`src/rtl/mapper_pkg.sv`:
```
// mapper_pkg: shared types and constants for the banked memory mapper.
// Assumes a 2-bit image code is enough for the four bottom-window images.
package mapper_pkg;
    typedef enum logic [1:0] {
        IMG_128  = 2'd0,
        IMG_48   = 2'd1,
        IMG_ALT  = 2'd2,
        IMG_DISK = 2'd3
    } rom_img_t;
endpackage

```
`src/rtl/page_reg.sv`:
```
// page_reg: decodes I/O writes to the paging register and holds its value.
// Assumes only address bits ADDR_W-1 and DEC_BIT take part in the decode.
module page_reg #(
    parameter int ADDR_W  = 16,
    parameter int DATA_W  = 8,
    parameter int DEC_BIT = 1
) (
    input  logic              clk,
    input  logic              rst_n,
    input  logic              io_wr,
    input  logic [ADDR_W-1:0] io_addr,
    input  logic [DATA_W-1:0] io_wdata,
    output logic              pg_wr,
    output logic [DATA_W-1:0] pg_q
);
    // Address match for the paging port: both decode bits low.
    always_comb begin
        pg_wr = io_wr && !io_addr[ADDR_W-1] && !io_addr[DEC_BIT];
    end

    // Paging register storage, cleared by reset.
    always_ff @(posedge clk) begin
        if (!rst_n)
            pg_q <= '0;
        else if (pg_wr)
            pg_q <= io_wdata;
    end
endmodule

```
`src/rtl/rom_pager.sv`:
```
// rom_pager: chooses the bottom-window ROM image and runs the disk-ROM
// overlay. It assumes a register write and an opcode fetch never arrive in the
// same cycle; if they do, the write takes priority.
module rom_pager
    import mapper_pkg::*;
#(
    parameter int          ADDR_W  = 16,
    parameter int          WIN_W   = 2,
    parameter logic [7:0]  TRAP_HI = 8'h3D
) (
    input  logic              clk,
    input  logic              rst_n,
    input  logic              pg_wr,
    input  logic              wr_sel48,
    input  logic              pg_sel48,
    input  logic              variant_sel,
    input  logic              mem_fetch,
    input  logic [ADDR_W-1:0] mem_addr,
    output rom_img_t          rom_img,
    output logic              disk_act
);
    localparam int HI_W = 8;

    rom_img_t rom_q, rom_d;
    logic     act_q, act_d;
    logic     trap_hit, leave_hit;

    // Fetch qualifiers: entry into and exit from the disk overlay.
    always_comb begin
        trap_hit  = mem_fetch && (mem_addr[ADDR_W-1 -: HI_W] == TRAP_HI)
                    && (rom_q == IMG_48);
        leave_hit = mem_fetch && act_q && (mem_addr[ADDR_W-1 -: WIN_W] != '0);
    end

    // Next-state selection, with priority write, then exit, then entry.
    always_comb begin
        rom_d = rom_q;
        act_d = act_q;
        if (pg_wr) begin
            if (act_q && !wr_sel48)
                rom_d = variant_sel ? IMG_ALT : IMG_128;
            else
                rom_d = wr_sel48 ? IMG_48 : IMG_128;
        end else if (leave_hit) begin
            act_d = 1'b0;
            rom_d = pg_sel48 ? IMG_48 : IMG_128;
        end else if (trap_hit) begin
            act_d = 1'b1;
            rom_d = IMG_DISK;
        end
    end

    // Image and overlay state registers; reset engages the disk ROM.
    always_ff @(posedge clk) begin
        if (!rst_n) begin
            rom_q <= IMG_DISK;
            act_q <= 1'b1;
        end else begin
            rom_q <= rom_d;
            act_q <= act_d;
        end
    end

    assign rom_img  = rom_q;
    assign disk_act = act_q;
endmodule

```
`src/rtl/window_map.sv`:
```
// window_map: turns the paging register into per-window RAM pages, the video
// page and the write-block strobe for the read-only bottom window.
// Assumes NWIN windows of equal size and a fixed page for each middle window.
module window_map #(
    parameter int          ADDR_W     = 16,
    parameter int          DATA_W     = 8,
    parameter int          PAGE_W     = 3,
    parameter int          NWIN       = 4,
    parameter logic [5:0]  FIXED_PGS  = {3'd2, 3'd5},
    parameter logic [2:0]  VID_NORM   = 3'd5,
    parameter logic [2:0]  VID_ALT    = 3'd7,
    parameter int          VID_BIT    = 3
) (
    input  logic [DATA_W-1:0]          pg_q,
    input  logic                       mem_wr,
    input  logic [ADDR_W-1:0]          mem_addr,
    output logic [(NWIN-2)*PAGE_W-1:0] fix_pages,
    output logic [PAGE_W-1:0]          top_page,
    output logic [PAGE_W-1:0]          video_page,
    output logic                       rom_wr_block
);
    localparam int WIN_W = $clog2(NWIN);
    localparam int NFIX  = NWIN - 2;

    // One constant page per fixed middle window.
    for (genvar w = 0; w < NFIX; w++) begin : g_fix
        assign fix_pages[w*PAGE_W +: PAGE_W] = FIXED_PGS[w*PAGE_W +: PAGE_W];
    end

    // Switchable top page and video page from the register.
    always_comb begin
        top_page   = pg_q[PAGE_W-1:0];
        video_page = pg_q[VID_BIT] ? VID_ALT : VID_NORM;
    end

    // Flag any write aimed at the bottom (ROM) window.
    always_comb begin
        rom_wr_block = mem_wr && (mem_addr[ADDR_W-1 -: WIN_W] == '0);
    end
endmodule

```
`src/rtl/bank_mapper.sv`:
```
// bank_mapper: top of the banked memory mapper. It joins the register, the
// ROM pager and the window decoder. Assumes a single clock and a synchronous
// active-low reset.
module bank_mapper
    import mapper_pkg::*;
#(
    parameter int ADDR_W  = 16,
    parameter int DATA_W  = 8,
    parameter int PAGE_W  = 3,
    parameter int ROM_BIT = 4
) (
    input  logic              clk,
    input  logic              rst_n,
    input  logic              io_wr,
    input  logic [ADDR_W-1:0] io_addr,
    input  logic [DATA_W-1:0] io_wdata,
    input  logic [ADDR_W-1:0] mem_addr,
    input  logic              mem_fetch,
    input  logic              mem_wr,
    input  logic              variant_sel,
    output logic [1:0]        rom_img,
    output logic              disk_rom_active,
    output logic [PAGE_W-1:0] win1_page,
    output logic [PAGE_W-1:0] win2_page,
    output logic [PAGE_W-1:0] win3_page,
    output logic [PAGE_W-1:0] video_page,
    output logic              rom_wr_block
);
    localparam int NWIN = 4;

    logic                       pg_wr;
    logic [DATA_W-1:0]          pg_q;
    rom_img_t                   img;
    logic [(NWIN-2)*PAGE_W-1:0] fix_pages;

    page_reg #(.ADDR_W(ADDR_W), .DATA_W(DATA_W)) u_reg (
        .clk(clk), .rst_n(rst_n), .io_wr(io_wr), .io_addr(io_addr),
        .io_wdata(io_wdata), .pg_wr(pg_wr), .pg_q(pg_q)
    );

    rom_pager #(.ADDR_W(ADDR_W)) u_pager (
        .clk(clk), .rst_n(rst_n), .pg_wr(pg_wr),
        .wr_sel48(io_wdata[ROM_BIT]), .pg_sel48(pg_q[ROM_BIT]),
        .variant_sel(variant_sel), .mem_fetch(mem_fetch),
        .mem_addr(mem_addr), .rom_img(img), .disk_act(disk_rom_active)
    );

    window_map #(.ADDR_W(ADDR_W), .DATA_W(DATA_W), .PAGE_W(PAGE_W),
                 .NWIN(NWIN)) u_win (
        .pg_q(pg_q), .mem_wr(mem_wr), .mem_addr(mem_addr),
        .fix_pages(fix_pages), .top_page(win3_page),
        .video_page(video_page), .rom_wr_block(rom_wr_block)
    );

    assign rom_img   = img;
    assign win1_page = fix_pages[0 +: PAGE_W];
    assign win2_page = fix_pages[PAGE_W +: PAGE_W];
endmodule

```
`config.mk`:
```
export PLATFORM = sky130hd
export DESIGN_NAME = bank_mapper
export DESIGN_NICKNAME = d
export VERILOG_FILES = /design/src/rtl/mapper_pkg.sv /design/src/rtl/page_reg.sv /design/src/rtl/rom_pager.sv /design/src/rtl/window_map.sv /design/src/rtl/bank_mapper.sv
export SDC_FILE = /design/constraint.sdc
export NUM_CORES = 1
export LEC_CHECK = 0
export BUFFER_PORTS_ARGS = -buffer_cell sky130_fd_sc_hd__clkbuf_2
export CAP_MARGIN = 15
export CELL_PAD_IN_SITES_DETAIL_PLACEMENT = 1
export CELL_PAD_IN_SITES_GLOBAL_PLACEMENT = 1
export CORE_AREA = 4 4 67 54
export CTS_CLUSTER_SIZE = 14
export DETAILED_ROUTE_END_ITERATION = 8
export DIE_AREA = 0 0 71 58
export PLACE_DENSITY_LB_ADDON = 0.1
export SYNTH_ARGS = -nofsm -noshare
export SYNTH_HDL_FRONTEND = slang
export SYNTH_SLANG_ARGS = --single-unit
```
`constraint.sdc`:
```
create_clock -name clk -period 0.98 [get_ports clk]
set_input_delay 0.098 -clock clk [delete_from_list [all_inputs] [get_ports clk]]
set_output_delay 0.098 -clock clk [all_outputs]
set_load 0.01 [all_outputs]
```
-- Word level (Yosys, flattened, before mapping)
Cells that the tools add are included.
Widths: inputs -> output; s select.
- register bits after elaboration: 8
- equality and inequality tests: 2
- multiplexer cells: 10
- bitwise operators: 1
- reductions and logical operators: 16
- operator list (kind ; count):
    $mux 2 ; 6
    $eq 8x6->1 const B ; 1
    $logic_and 1x1->1 ; 8
    $mux 1 ; 4
    $reduce_bool 2->1 ; 2
    $logic_not 1->1 ; 3
    $reduce_bool 3->1 ; 1
    $eq 2x1->1 const B ; 1
    $logic_not 2->1 ; 1
    $reduce_and 2->1 ; 1
    $not 1->1 ; 1

-- Depth between registers and ports, before layout
Gate-level depths: netlist (run 1).
- word-level depth: 6
- depth in mapped cells: 4
- gate-level depth less buffers: 3

-- Modules after synthesis
Synthesis (run 1) repeated with hierarchy kept, for this count alone.
- cells, all modules: 70
- area total of the unflattened synthesis: 659.4 µm²
- by module, submodules not included (module ; instances ; cells each ; area an instance (µm²) ; sequential area each (µm²)):
    page_reg ; 1 ; 36 ; 340.3 ; 160.2
    rom_pager ; 1 ; 19 ; 209.0 ; 60.1
    window_map ; 1 ; 15 ; 110.1 ; 0.0

-- Worst setup path before layout (run 1)
No wires, ideal clock.
- path type: reg-to-reg
- start: register u_pager.rom_q[1], in the netlist u_pager.rom_img[1]
- end: register u_pager.rom_q[1], in the netlist u_pager.rom_img[1]
- setup time: 0.079 ns
- arrival: 0.927 ns
- path slack: -0.026 ns
- stages on the path, launching flop included: 4
- path buffers: 0
- period minus slack after synthesis: 1.006 ns
- cell sequence: dfxtp_1 nor4b_2 a31oi_1 o211ai_1
- longest elaborated chain between the ends: 3
- ends and longest elaborated chain (what ; RTL line ; RTL):
    from (decl) ; rom_pager.sv:24 ; rom_img_t rom_q, rom_d;
    from (signal assigned) ; rom_pager.sv:59 ; rom_q <= rom_d;
    $eq 2x1->1 ; rom_pager.sv:31 ; && (rom_q == IMG_48);
    $logic_and 1x1->1 ; rom_pager.sv:31 ;
    $reduce_bool 3->1 (no source line) ; n/a ;
No other way between the ends.
A chain may end at the register's enable or synchronous reset.

-- Worst setup path after layout (run 1)
- start: register u_pager.rom_q[1], in the netlist u_pager.rom_img[1]
- end: register u_pager.act_q, in the netlist u_pager.disk_act
- longest elaborated chain between the ends: 4
- ends and longest elaborated chain (what ; RTL line ; RTL):
    $eq 2x1->1 ; rom_pager.sv:31 ;
    $logic_and 1x1->1 ; rom_pager.sv:31 ;
    $reduce_bool 2->1 (no source line) ; n/a ;
    $reduce_and 2->1 (no source line) ; n/a ;
    to (signal assigned) ; rom_pager.sv:60 ; act_q <= act_d;
    to (decl) ; rom_pager.sv:25 ; logic act_q, act_d;
No other way between the ends.

==> results.sh, run 1 <==
export IMPL_status="complete, no violations"
export IMPL_core_rowCount=17
export IMPL_ys_seq_elements=8
export IMPL_die_h_um=58
export IMPL_power_switching_uw=229
export IMPL_antenna_cells=0
export IMPL_io_pins=62
export IMPL_fin_nets=133
export IMPL_netlist_instances=51
export IMPL_ant_nets=0
export IMPL_crit_type="register to register"
export IMPL_syn_cell_area_um2=457
export IMPL_setup_violations=0
export IMPL_post_route_cell_area_um2=698
export IMPL_critPathMaxFanout=2
export IMPL_cts_tree="done"
export IMPL_dp_cells=120
export IMPL_drive_above_1_share_pct=49.4
export IMPL_report_power_total_uw=937
export IMPL_initial_core_util_pct=15.8
export IMPL_tns_ps=0
export IMPL_hpwl_um=1180
export IMPL_postPlaceCellArea_um2=647
export IMPL_slew_viol_final=0
export IMPL_synth_top_cell_area_share_pct=35.1
export IMPL_final_cell_mix="28 x clkbuf_2, 11 x nand2_1, 8 x conb_1"
export IMPL_hold_buffers=0
export IMPL_cts_sinks=8
export IMPL_antenna_found_initial=0
export IMPL_routed_wl_um=1410
export IMPL_grt_pass1_wl_um=2080
export IMPL_clockPowerShare_pct=41.9
export IMPL_gr_usage_all_layers_pct=6.60
export IMPL_netlist_top_cells_area="dfxtp_1 35%, buf_4 13%, nand2_1 9.0%"
export IMPL_synth_warnings=0
export IMPL_final_cells=123
export IMPL_place_gp_congestion=0.684
export IMPL_fin_ws_ps=12.6
export IMPL_drt_iter0_drc=3
export IMPL_core_area_um2=2890
export IMPL_fin_hold_ws_ps=94.2
export IMPL_rsz0062_at_grt="yes"
export IMPL_power_leakage_nw=0.331
export IMPL_combinationalPowerShare_pct=19.8
export IMPL_cts_htree_levels=1
export IMPL_pre_cts_slack_ps=-179
export IMPL_grt_pass1_vias=462
export IMPL_period_share_pct=98.7
export IMPL_die_area_um2=4120
export IMPL_fin_worst_skew_ps=1.64
export IMPL_final_common_cell="clkbuf_2"
export IMPL_crit_required_ps=1130
export IMPL_n_fill_cell=378
export IMPL_fmax_mhz=1030
export IMPL_power_internal_uw=708
export IMPL_area_growth_pct=52.9
export IMPL_routedWlPerCell_um=11.5
export IMPL_post_cts_buffers=0
export IMPL_cts_buffer_depth=2
export IMPL_r2r_slack_ps=10
export IMPL_drc=0
export IMPL_dr_pass1_iters=2
export IMPL_seq_area_frac_synth_pct=35.1
export IMPL_cp_end_kind="register"
export IMPL_vias=474
export IMPL_switching_share_pct=24.5
export IMPL_period_needed_ps=967
export IMPL_via_per_inst=3.85
export IMPL_grt_ovfl_total=0
export IMPL_cts_root_buffer="clkbuf_8"
export IMPL_grt_max_degree=10
export IMPL_avgSynthCellArea_um2=8.95
export IMPL_max_cap_violations=0
export IMPL_ys_types=19
export IMPL_insertion_delay_ps=220
export IMPL_port_buffers=28
export IMPL_clkTransAtPathRegs_ps=40
export IMPL_final_hold_viol_count=0
export IMPL_synth_top_cell_by_area="dfxtp_1"
export IMPL_holdCritPathClass="input port to register"
export IMPL_power_frac_seq_pct=38.3
export IMPL_cts_inserted_buffers=3
export IMPL_die_w_um=71
export IMPL_worstSetupStartpointType="register"
export IMPL_final_core_util_pct=24.1
export IMPL_peakVddDrop_uv=694
export IMPL_powerDensity_nw_per_um2=1340
export IMPL_worstPathArrival_ps=1120
-- cell usage after synthesis, drive strengths merged --
cell and n:
a21boi 5, conb 2, o21ai 1, a31oi 2, and4 1, nand4b 1, mux2i 1, a41oi 1
and3b 1, or3b 1, nor4b 1, nor3b 3, nor2 1, buf 9, nand2 11, dfxtp 8
o211ai 2
-- metal layers --
metal	part of all wire, %	GRT usage (%)	vias up	wire length [µm]
li1	-	-	234	-
met1	44	7.62	216	613
met2	46	10.7	22	646
met3	9.6	3.64	2	135
met4	0.85	1.61	0	12
met5	0	0	-	0
-- power groups by stage --
| stage | logic, mW | clock network, mW | registers, mW |
|---|---|---|---|
| 3_5_place_dp | 0.185 | 0 | 0.362 |
| 4_1_cts | 0.189 | 0.414 | 0.358 |
| 5_1_grt | 0.206 | 0.428 | 0.360 |
| 6_report | 0.186 | 0.392 | 0.359 |
| 3_3_place_gp | 0.185 | 0 | 0.362 |
| 2_1_floorplan | 0.0906 | 0 | 0.372 |
-- flip-flops by register name, summed over array words and instances (netlist names) --
signal	cells
u_reg.pg_q	5
u_pager.rom_img	2
u_pager.disk_act	1
-- worst max-delay path, cell delays in order, from the launching register on --
cell,delay (ps)
dfxtp_2,330
nor4b_4,260
a41oi_2,150
o21ai_1,160
-- worst paths after layout --
check	from	endpoint	cells past startpoint
worst max-delay path	u_pager.rom_img[1]$_SDFFE_PN1P_	u_pager.disk_act$_SDFFE_PN1P_	3
worst min register to register	u_reg.pg_q[0]$_SDFFE_PN0N_	u_reg.pg_q[0]$_SDFFE_PN0N_	2
worst min-delay path	io_wdata[0]	u_reg.pg_q[0]$_SDFFE_PN0N_	3
worst max register to register	u_pager.rom_img[1]$_SDFFE_PN1P_	u_pager.disk_act$_SDFFE_PN1P_	3
-- area by class of cell --
class	count	area, µm²	area share (%)
multi-input cells	40	263	37.6
repair buffers	34	185	26.5
flip-flops and latches	8	161	23.1
well taps	38	47.5	6.81
clock buffers	3	41.3	5.91
-- logic make-up after synthesis --
logic type             synth area share (%)
other                                  1.64
AND/OR/NAND/NOR                        27.9
AO/OA/AOI/OAI                          18.9
buffers and inverters                  14.2
multiplexers                           2.19
flip-flops                             35.1
-- repair_timing --
item | 4_1_cts | 5_1_grt
endpoints found under the hold margin | 0 | 0
pin swaps | 0 | 3
endpoints found under the setup margin | 2 | 4
gates resized for setup | 1 | 1
Note: power is estimated with default switching activity, not from simulation.
==> run 2, diff against run 1 <==
--- a/config.mk
+++ b/config.mk
@@ -5,15 +5,17 @@
 export SDC_FILE = /design/constraint.sdc
 export NUM_CORES = 1
 export LEC_CHECK = 0
+export ABC_AREA = 1
 export BUFFER_PORTS_ARGS = -buffer_cell sky130_fd_sc_hd__clkbuf_2
 export CAP_MARGIN = 15
 export CELL_PAD_IN_SITES_DETAIL_PLACEMENT = 1
 export CELL_PAD_IN_SITES_GLOBAL_PLACEMENT = 1
-export CORE_AREA = 4 4 67 54
+export CORE_AREA = 4 4 68 55
 export CTS_CLUSTER_SIZE = 14
 export DETAILED_ROUTE_END_ITERATION = 8
-export DIE_AREA = 0 0 71 58
+export DIE_AREA = 0 0 72 59
 export PLACE_DENSITY_LB_ADDON = 0.1
+export SETUP_SLACK_MARGIN = 0.05
 export SYNTH_ARGS = -nofsm -noshare
 export SYNTH_HDL_FRONTEND = slang
 export SYNTH_SLANG_ARGS = --single-unit
==> run 2 against run 1 <==
Via count is 9.9% higher. Sequential share of layout area is 1.1 points lower. Cell area is 6.8% higher. Critical endpoint unchanged. Highest routed layer unchanged.
==> results.sh, run 2 <==
export IMPL_rsz0062_at_grt="yes"
export IMPL_period_needed_ps=958
export IMPL_worstPathArrival_ps=1070
export IMPL_ys_types=16
export IMPL_pre_cts_slack_ps=-17.0
export IMPL_routed_wl_um=1360
export IMPL_hold_depth=2
export IMPL_gr_usage_all_layers_pct=6.73
export IMPL_reg2reg_depth=8
export IMPL_final_cells=146
export IMPL_antenna_found_initial=0
export IMPL_status="complete, no violations"
export IMPL_postPlaceCellArea_um2=684
export IMPL_final_hold_viol_count=0
export IMPL_crit_required_ps=1100
export IMPL_dr_pass1_iters=2
export IMPL_cts_htree_levels=1
export IMPL_grt_ovfl_total=0
export IMPL_drt_iter0_drc=3
export IMPL_dp_cells=143
export IMPL_rr_endpoint="u_pager.disk_act$_SDFFE_PN1P_"
export IMPL_cts_buffer_depth=2
export IMPL_cts_tree="done"
export IMPL_async_flop_share_pct=0
export IMPL_crit_type="register to register"
export IMPL_period_share_pct=97.8
export IMPL_grt_pass1_wl_um=2160
export IMPL_synth_edff_count=0
export IMPL_post_cts_buffers=0
export IMPL_hold_buffers=0
export IMPL_port_buffers=28
export IMPL_crit_chain="inv_2 > nand2_2 > nor2_4 > nand3_4 > nand2_2 > nand2_1 > nand2_1 > nand2_1"
export IMPL_vias=521
export IMPL_regMostFlops="u_reg.pg_q"
export IMPL_setup_violations=0
export IMPL_critPathMaxFanout=5
export IMPL_peakVddDrop_uv=572
export IMPL_syn_cell_area_um2=505
export IMPL_seq_area_frac_synth_pct=31.7
export IMPL_power_leakage_nw=0.405
export IMPL_ant_nets=0
export IMPL_insertion_delay_ps=230
export IMPL_final_cell_mix="28 x clkbuf_2, 18 x nand2_1, 8 x conb_1"
export IMPL_initial_core_util_pct=16.3
export IMPL_ys_seq_elements=8
export IMPL_synth_warnings=0
export IMPL_netlist_instances=74
export IMPL_yosysMostFrequentCell="nand2_1"
export IMPL_max_stage_delay_ps=320
export IMPL_core_rowCount=18
export IMPL_worst_path_most_repeated_cell="nand2_1"
export IMPL_routedWlPerCell_um=9.29
export IMPL_avgSynthCellArea_um2=6.83
export IMPL_antenna_cells=0
export IMPL_critPathLaunch="u_pager.rom_img[1]$_SDFFE_PN1P_"
export IMPL_r2r_start="u_pager.rom_img[1]$_SDFFE_PN1P_"
export IMPL_post_route_cell_area_um2=746
export IMPL_die_w_um=72
export IMPL_final_common_cell="clkbuf_2"
export IMPL_die_h_um=59
export IMPL_holdCritPathClass="input port to register"
export IMPL_drc=0
export IMPL_area_growth_pct=47.5
export IMPL_slew_viol_final=0
export IMPL_largest_reg_flops=5
export IMPL_fin_nets=154
export IMPL_synthFlopType="dfxtp_1"
export IMPL_hold_end="u_pager.rom_img[0]$_SDFFE_PN1P_"
export IMPL_synth_top_cell_area_share_pct=31.7
export IMPL_fin_ws_ps=21.6
export IMPL_fin_worst_skew_ps=1.52
export IMPL_critPathSlowestCell="dfxtp_2"
export IMPL_core_area_um2=3110
export IMPL_io_pins=62
export IMPL_synth_top_cell_by_area="dfxtp_1"
export IMPL_cts_inserted_buffers=3
export IMPL_powerDensity_nw_per_um2=1300
export IMPL_r2r_slack_ps=20
export IMPL_fin_hold_ws_ps=80.4
export IMPL_cts_root_buffer="clkbuf_8"
export IMPL_via_per_inst=3.57
export IMPL_worstSetupStartpointType="register"
export IMPL_cts_sinks=8
export IMPL_place_gp_congestion=0.694
export IMPL_hp_start="rst_n"
export IMPL_max_cap_violations=0
export IMPL_netlist_top_cells_area="dfxtp_1 32%, nand2_1 15%, buf_4 12%"
export IMPL_hpwl_um=1180
export IMPL_synth_common_cells="20 x nand2_1, 8 x buf_4, 8 x dfxtp_1, 6 x inv_2"
export IMPL_clkTransAtPathRegs_ps=40
export IMPL_cp_end_kind="register"
export IMPL_grt_max_degree=10
export IMPL_grt_pass1_vias=497
export IMPL_final_core_util_pct=24.0
export IMPL_drive_above_1_share_pct=52.8
export IMPL_die_area_um2=4250
export IMPL_fmax_mhz=1040
[run 2: cell types whose count changed after synthesis, sizes merged, moves of 3 or more]
| cell | delta |
|---|---|
| nand2 | +14 |
| inv | +11 |
| nand3 | +6 |
| a21boi | -5 |
| a21oi | +5 |
| nor2 | +5 |
| nor3b | -3 |
[run 2: final cells by class]
type / count / area, µm²
Fill cell: 402 / 2360
Sequential cell: 8 / 164
Timing Repair Buffer: 31 / 163
Clock buffer: 3 / 41.3
Multi-Input combinational cell: 53 / 284
Inverter: 11 / 43.8
Tap cell: 40 / 50.0
[run 2: what timing repair did]
action / in CTS / in global routing
setup endpoints to repair: 3 / 3
gates cloned: 0 / 0
pin swaps: 2 / 5
resized for setup: 0 / 6
[run 2: routing by layer]
| layer | vias up | GRT usage, % | wire (µm) |
|---|---|---|---|
| li1 | 273 | - | - |
| met4 | 0 | 1.61 | 6 |
| met2 | 18 | 10.1 | 633 |
| met1 | 228 | 8.55 | 608 |
| met3 | 2 | 3.56 | 109 |
| met5 | - | 0 | 0 |
[run 2: worst max-delay path by stage]
stage	endpoint	slack, ps
floorplan	u_pager.disk_act$_SDFFE_PN1P_	50
global placement	u_pager.disk_act$_SDFFE_PN1P_	4
detailed placement	u_pager.disk_act$_SDFFE_PN1P_	-20
CTS	u_pager.disk_act$_SDFFE_PN1P_	-20
global route	u_pager.disk_act$_SDFFE_PN1P_	-50
finish	u_pager.disk_act$_SDFFE_PN1P_	20
[run 2: stage by stage]
step	TNS, ps	power (mW)
after floorplan	0	0.501
after global placement	0	0.576
after detailed placement	-17.0	0.578
after CTS	-17.5	0.983
after global routing	-50.6	1.03
final	0	0.972
[run 2: cell families (layout without fill, tap and decap cells)]
family | Yosys count | after routing | share of synthesized area [%]
simple gates | 39 | 39 | 40.8
buf+inv | 19 | 45 | 20.1
flops | 8 | 8 | 31.7
compound gates | 6 | 6 | 5.94
other cells | 2 | 8 | 1.49
[run 2: report_power, final]
group	total, mW	switching (mW)	leakage (nW)	internal [mW]
Combinational	0.219	0.122	0.319	0.0974
Sequential	0.360	0.0110	0.0647	0.349
Clock	0.393	0.127	0.0216	0.266
Total	0.972	0.260	0.405	0.712
[run 2: worst max-delay path, delay by kind of cell, from the launching register on]
kind                   cells  cell delay (ps)
buffers and inverters      1               40
DFF                        1              320
and+or+nand+nor            7              490
